**src/rtl/rtc_pkg.sv**
```systemverilog
package rtc_pkg;
  localparam int BYTE_W  = 8;
  localparam int ADDR_W  = 3;
  localparam int N_BYTES = 6;            // sub-second plus five BCD fields
  localparam int N_BCD   = N_BYTES - 1;

  typedef logic [BYTE_W-1:0] byte_t;

  localparam logic [ADDR_W-1:0] ADDR_SUB = 3'd0;

  // Last BCD value of field idx (0 = seconds) before it wraps
  function automatic byte_t bcd_limit(input int idx);
    case (idx)
      0, 1:    return 8'h59;
      2:       return 8'h23;
      default: return 8'h99;
    endcase
  endfunction

  // Bits kept on a write to byte idx (0 = sub-second)
  function automatic byte_t byte_mask(input int idx);
    case (idx)
      1, 2:    return 8'h7F;
      3:       return 8'h3F;
      default: return 8'hFF;
    endcase
  endfunction
endpackage

```
**src/rtl/rtc_bcd_field.sv**
```systemverilog
module rtc_bcd_field
  import rtc_pkg::*;
#(
  parameter byte_t LIMIT = 8'h59
) (
  input  byte_t cur,
  input  logic  cin,
  output byte_t nxt
);
  always_comb begin
    nxt = cur;
    if (cin) begin
      if (cur == LIMIT)          nxt = 8'h00;
      else if (cur[3:0] >= 4'd9) nxt = {cur[7:4] + 4'd1, 4'd0};
      else                       nxt = {cur[7:4], cur[3:0] + 4'd1};
    end
  end
endmodule

```
**src/rtl/rtc_load_ctrl.sv**
```systemverilog
module rtc_load_ctrl #(
  parameter int COMMIT_TICKS = 2
) (
  input  logic clk,
  input  logic rst_n,
  input  logic tick,
  input  logic start,
  output logic busy,
  output logic commit
);
  localparam int CW = (COMMIT_TICKS > 1) ? $clog2(COMMIT_TICKS) : 1;

  logic          pend_q;
  logic [CW-1:0] cnt_q;
  logic          last;

  assign last   = (cnt_q == CW'(COMMIT_TICKS - 1));
  assign commit = pend_q && tick && last;
  assign busy   = pend_q;

  always_ff @(posedge clk) begin
    if (!rst_n) begin
      pend_q <= 1'b0;
      cnt_q  <= '0;
    end else if (start) begin
      pend_q <= 1'b1;
      cnt_q  <= '0;
    end else if (pend_q && tick) begin
      if (last) pend_q <= 1'b0;
      else      cnt_q  <= cnt_q + CW'(1);
    end
  end
endmodule

```
**src/rtl/rtc_reg_port.sv**
```systemverilog
module rtc_reg_port
  import rtc_pkg::*;
(
  input  logic                      clk,
  input  logic                      rst_n,
  input  logic                      busy,
  input  logic                      req_valid,
  output logic                      req_ready,
  input  logic                      req_we,
  input  logic [ADDR_W-1:0]         req_addr,
  input  byte_t                     req_wdata,
  input  logic [N_BYTES-1:0][BYTE_W-1:0] run_bytes,
  output logic [N_BYTES-1:0][BYTE_W-1:0] stage_bytes,
  output logic                      load_start,
  output logic                      rsp_valid,
  output byte_t                     rsp_data
);
  logic fire, wr, rd;
  logic [N_BYTES-1:0][BYTE_W-1:0] shadow_q;

  assign req_ready  = !busy;
  assign fire       = req_valid && req_ready;
  assign wr         = fire && req_we;
  assign rd         = fire && !req_we;
  assign load_start = wr && (req_addr == ADDR_SUB);

  always_ff @(posedge clk) begin
    if (!rst_n) begin
      stage_bytes <= '0;
    end else if (wr) begin
      for (int i = 0; i < N_BYTES; i++)
        if (req_addr == ADDR_W'(i)) stage_bytes[i] <= req_wdata & byte_mask(i);
    end
  end

  always_ff @(posedge clk) begin
    if (!rst_n) begin
      shadow_q  <= '0;
      rsp_valid <= 1'b0;
      rsp_data  <= '0;
    end else begin
      rsp_valid <= rd;
      if (rd) begin
        if (req_addr == ADDR_SUB) begin
          shadow_q <= run_bytes;
          rsp_data <= run_bytes[0];
        end else if (req_addr < ADDR_W'(N_BYTES)) begin
          rsp_data <= shadow_q[req_addr];
        end else begin
          rsp_data <= '0;
        end
      end
    end
  end
endmodule

```
**src/rtl/rtc_counter.sv**
```systemverilog
module rtc_counter
  import rtc_pkg::*;
#(
  parameter int COMMIT_TICKS = 2
) (
  input  logic              clk,
  input  logic              rst_n,
  input  logic              tick,
  input  logic              req_valid,
  output logic              req_ready,
  input  logic              req_we,
  input  logic [ADDR_W-1:0] req_addr,
  input  logic [BYTE_W-1:0] req_wdata,
  output logic              rsp_valid,
  output logic [BYTE_W-1:0] rsp_data,
  output logic              busy
);
  logic [N_BYTES-1:0][BYTE_W-1:0] run_q, run_nxt, stage_q;
  logic [N_BCD-1:0] carry;
  logic load_start, commit;

  assign run_nxt[0] = run_q[0] + 8'd1;
  assign carry[0]   = (run_q[0] == 8'hFF);

  for (genvar gi = 0; gi < N_BCD; gi++) begin : g_field
    rtc_bcd_field #(.LIMIT(bcd_limit(gi))) u_field (
      .cur (run_q[gi+1]),
      .cin (carry[gi]),
      .nxt (run_nxt[gi+1])
    );
    if (gi < N_BCD - 1) begin : g_link
      assign carry[gi+1] = carry[gi] && (run_q[gi+1] == bcd_limit(gi));
    end
  end

  always_ff @(posedge clk) begin
    if (!rst_n)      run_q <= '0;
    else if (commit) run_q <= stage_q;
    else if (tick)   run_q <= run_nxt;
  end

  rtc_load_ctrl #(.COMMIT_TICKS(COMMIT_TICKS)) u_ctrl (
    .clk    (clk),
    .rst_n  (rst_n),
    .tick   (tick),
    .start  (load_start),
    .busy   (busy),
    .commit (commit)
  );

  rtc_reg_port u_port (
    .clk         (clk),
    .rst_n       (rst_n),
    .busy        (busy),
    .req_valid   (req_valid),
    .req_ready   (req_ready),
    .req_we      (req_we),
    .req_addr    (req_addr),
    .req_wdata   (req_wdata),
    .run_bytes   (run_q),
    .stage_bytes (stage_q),
    .load_start  (load_start),
    .rsp_valid   (rsp_valid),
    .rsp_data    (rsp_data)
  );
endmodule

```
**config.mk**
```make
export PLATFORM = sky130hd
export DESIGN_NAME = rtc_counter
export DESIGN_NICKNAME = d
export VERILOG_FILES = /design/src/rtl/rtc_pkg.sv /design/src/rtl/rtc_bcd_field.sv /design/src/rtl/rtc_load_ctrl.sv /design/src/rtl/rtc_reg_port.sv /design/src/rtl/rtc_counter.sv
export SDC_FILE = /design/constraint.sdc
export NUM_CORES = 1
export LEC_CHECK = 0
export BUFFER_PORTS_ARGS = -buffer_cell sky130_fd_sc_hd__buf_4
export CAP_MARGIN = 15
export CORE_UTILIZATION = 45
export CTS_BUF_LIST = sky130_fd_sc_hd__clkbuf_8
export CTS_CLUSTER_SIZE = 28
export DETAILED_ROUTE_END_ITERATION = 10
export GPL_ROUTABILITY_DRIVEN = 1
export HOLD_SLACK_MARGIN = 0.02
export SYNTH_ARGS = -nofsm -noshare
export SYNTH_HDL_FRONTEND = slang
export SYNTH_SLANG_ARGS = --single-unit
```
**constraint.sdc**
```tcl
create_clock -name clk -period 2.6 [get_ports clk]
set_input_delay 0 -clock clk [delete_from_list [all_inputs] [get_ports clk]]
set_output_delay 0 -clock clk [all_outputs]
set_load 0.01 [all_outputs]
```
==> flow_metrics.env <==
export IMPL_place_ws_ns=0.250
export IMPL_hpwlAfterDp_um=13900
export IMPL_syn_nets=873
export IMPL_cap_violations=0
export IMPL_first_global_vias=5674
export IMPL_numCtsBuffers=17
export IMPL_synth_top_area_share_pct=42.2
export IMPL_reg2reg_to="run_q[14]"
export IMPL_avgSynthCellArea_um2=8.62
export IMPL_n_antenna_cell=0
export IMPL_drc=0
export IMPL_antenna_found_initial=0
export IMPL_die_w_um=128
export IMPL_setup_violations_final=0
export IMPL_rrSetupSlack_ns=0.30
export IMPL_reg2regPathDepth=6
export IMPL_status="complete, no violations"
export IMPL_critPathSlowestCell="o21ai_1"
export IMPL_root_buffer="clkbuf_8"
export IMPL_ir_worst_vdd_v=0.000336
export IMPL_synth_seq_area_share_pct=42.2
export IMPL_path_cells="ha_1 > and3_1 > nand3_1 > o21ai_1 > a21oi_1 > a31o_2"
export IMPL_cts_tree="yes"
export IMPL_total_leakage_power_nw=3.15
export IMPL_crit_required_ns=2.95
export IMPL_slew_violations=0
export IMPL_min_from="rst_n"
export IMPL_die_area_um2=16400
export IMPL_num_rows=45
export IMPL_fin_area_um2=8110
export IMPL_clk_latency_ns=0.46
export IMPL_r2r_start="run_q[0]"
export IMPL_initial_core_util_pct=46.6
export IMPL_grt_pass1_wl_um=31100
export IMPL_synth_area_um2=7170
export IMPL_drive_above_1_share_pct=11.8
export IMPL_syn_to_final_growth_pct=13.1
export IMPL_yosysMostFrequentCell="dfxtp_1"
export IMPL_dp_cells=1037
export IMPL_tightestPinTransition_ns=0.663
export IMPL_routabilityCongestion=0.846
export IMPL_critPathTopFamily="compound AO/OA/AOI/OAI gates"
export IMPL_synthTopCellsByArea="dfxtp_1 (42%), mux2i_1 (7.8%), nand2_1 (6.8%)"
export IMPL_synthArstFlopShare_pct=0
export IMPL_hold_viol=0
export IMPL_final_setup_worst_slack_ns=0.300
export IMPL_critPathArrivalTime_ns=2.65
export IMPL_period_minus_slack_ns=2.30
export IMPL_syn_inst=831
export IMPL_routed_wl_um=19600
export IMPL_synth_common_cells="dfxtp_1 (151), nand2_1 (130), nor2_1 (84), a21oi_1 (71), mux2i_1 (56)"
export IMPL_worstHoldPathType="primary input to flop"
export IMPL_path_class="flop to flop"
export IMPL_via_count=6169
export IMPL_finClkSkew_ns=0.0113
export IMPL_max_slew_margin_pct=55.8
export IMPL_yosys_warnings=0
export IMPL_hold_end="run_q[36]"
export IMPL_via_per_inst=5.73
export IMPL_pin_count=27
export IMPL_portBuffers=26
export IMPL_cts_sink_count=151
export IMPL_fmax_mhz=435
export IMPL_fin_util_pct=52.7
export IMPL_final_cells=1077
export IMPL_clock_path_buffers=2
export IMPL_drtPass1Iterations=5
export IMPL_cp_start_kind="flop"
export IMPL_grt_max_degree=49
export IMPL_end_kind="flop"
export IMPL_cellPowerDensity_nw_per_um2=540
export IMPL_synth_edff_count=0
export IMPL_grt_ovfl_total=0
export IMPL_h_tree_depth=4
export IMPL_crit_buf_inv=0
export IMPL_period_share_pct=88.5
export IMPL_cp_slowest_stage_delay_ns=0.47
export IMPL_fillCellCount=1471
export IMPL_grt_usage_pct=25.1
export IMPL_final_nets=896
export IMPL_drt_iter0_markers=540
export IMPL_fin_setup_tns_ns=0
export IMPL_synth_largest_area_cell="dfxtp_1"
export IMPL_rsz0062_at_grt="no"
export IMPL_synth_ff_latch_count=151
export IMPL_wl_per_cell_um=18.2
export IMPL_ys_types=62
export IMPL_ys_flop_type="dfxtp_1"
export IMPL_placed_area_um2=7610
export IMPL_crit_fanout=8
export IMPL_drtAntennaViolNets=0
export IMPL_hold_depth=3
export IMPL_clk_pin_slew_worst_paths_ns=0.08
export IMPL_die_y_um=128
export IMPL_core_um2=15400
## cells by family (layout without fill, tap and decap cells)
family / Yosys count / in the layout / share of synthesized area (%)
and+or+nand+nor: 324 / 324 / 21.8
AOI/OAI and AO/OA: 174 / 174 / 15.7
DFF: 151 / 151 / 42.2
buffers and inverters: 85 / 120 / 4.61
muxes: 64 / 64 / 10.3
adders and majority gates: 26 / 26 / 4.54
xor gates and xnor gates: 7 / 7 / 0.856
## worst register-to-register path, delay by kind of cell, from the launching register on
family / cells / cell delay [ns]
AO/OA/AOI/OAI: 3 / 0.84
AND/OR/NAND/NOR: 2 / 0.62
flip-flops: 1 / 0.45
adder cells (fa/ha/maj): 1 / 0.29
## routing by layer
metal / global-route usage, % / wire [um] / vias up
met3: 4.55 / 1330 / 25
met5: 0 / 0 / -
met1: 36.2 / 9390 / 2949
met2: 37.6 / 8560 / 187
met4: 8.24 / 315 / 0
li1: - / - / 3008
## report_power, final
group	switching, mW	internal [mW]
registers	0.0124	2.32
clock network	0.882	0.962
logic	0.129	0.0669
total	1.02	3.35
## worst max-delay path by stage
stage                   from   endpoint  slack, ns  depth (start not counted)
finish              run_q[0]  run_q[14]       0.30                          6
global route        run_q[0]  run_q[47]       0.10                          6
CTS                 run_q[0]  run_q[47]       0.25                          6
detailed placement  run_q[0]  run_q[47]       0.25                          6
global placement    run_q[0]  run_q[23]       0.36                          7
floorplan           run_q[0]  run_q[24]       0.64                          6
## layout by cell type (no fill, tap or decap), types with 6 or more instances in the layout
cell / n
o21ai_0: 18
dfxtp_1: 151
a222oi_1: 8
a211oi_1: 15
nor3_1: 14
o22ai_1: 8
mux2i_1: 56
buf_4: 51
nor2_1: 84
ha_1: 26
a31oi_1: 9
a221oi_1: 6
nand3_1: 20
nand2_1: 130
a21oi_1: 71
nand4b_1: 8
dlygate4sd3_1: 9
clkbuf_8: 18
mux4_2: 8
nand2b_1: 7
nand4_1: 14
inv_1: 30
## registers in the layout, indices dropped and copies added (netlist names)
signal and flops:
u_port.shadow_q 48, u_ctrl.busy 1, u_port.stage_bytes 44, u_port.rsp_valid 1, run_q 48, u_ctrl.cnt_q 1
u_port.rsp_data 8
## area by class of cell
class | count | area, um^2 | share of cell area [%]
multi-input combinational | 595 | 3830 | 47.3
tap | 211 | 264 | 3.26
clock buffer | 18 | 248 | 3.06
inverter | 29 | 110 | 1.36
clock inverter | 13 | 158 | 1.94
timing repair buffer | 60 | 473 | 5.83
sequential | 151 | 3020 | 37.3
## metrics by stage
stage / hold WS, ns / power (mW)
floorplan: 0.144 / 2.49
global route: 0.0722 / 4.52
finish: 0.0684 / 4.38
global placement: 0.273 / 2.57
CTS: 0.0468 / 4.41
detailed placement: 0.281 / 2.57
## repair_timing
item                                    in CTS  in global routing
endpoints found under the setup margin       0                  2
hold buffers                                 9                  0
buffers inserted                             0                  0
endpoints found under the hold margin       50                  0
gates resized for setup                      0                  1
Power figures use the tool's default switching activity.
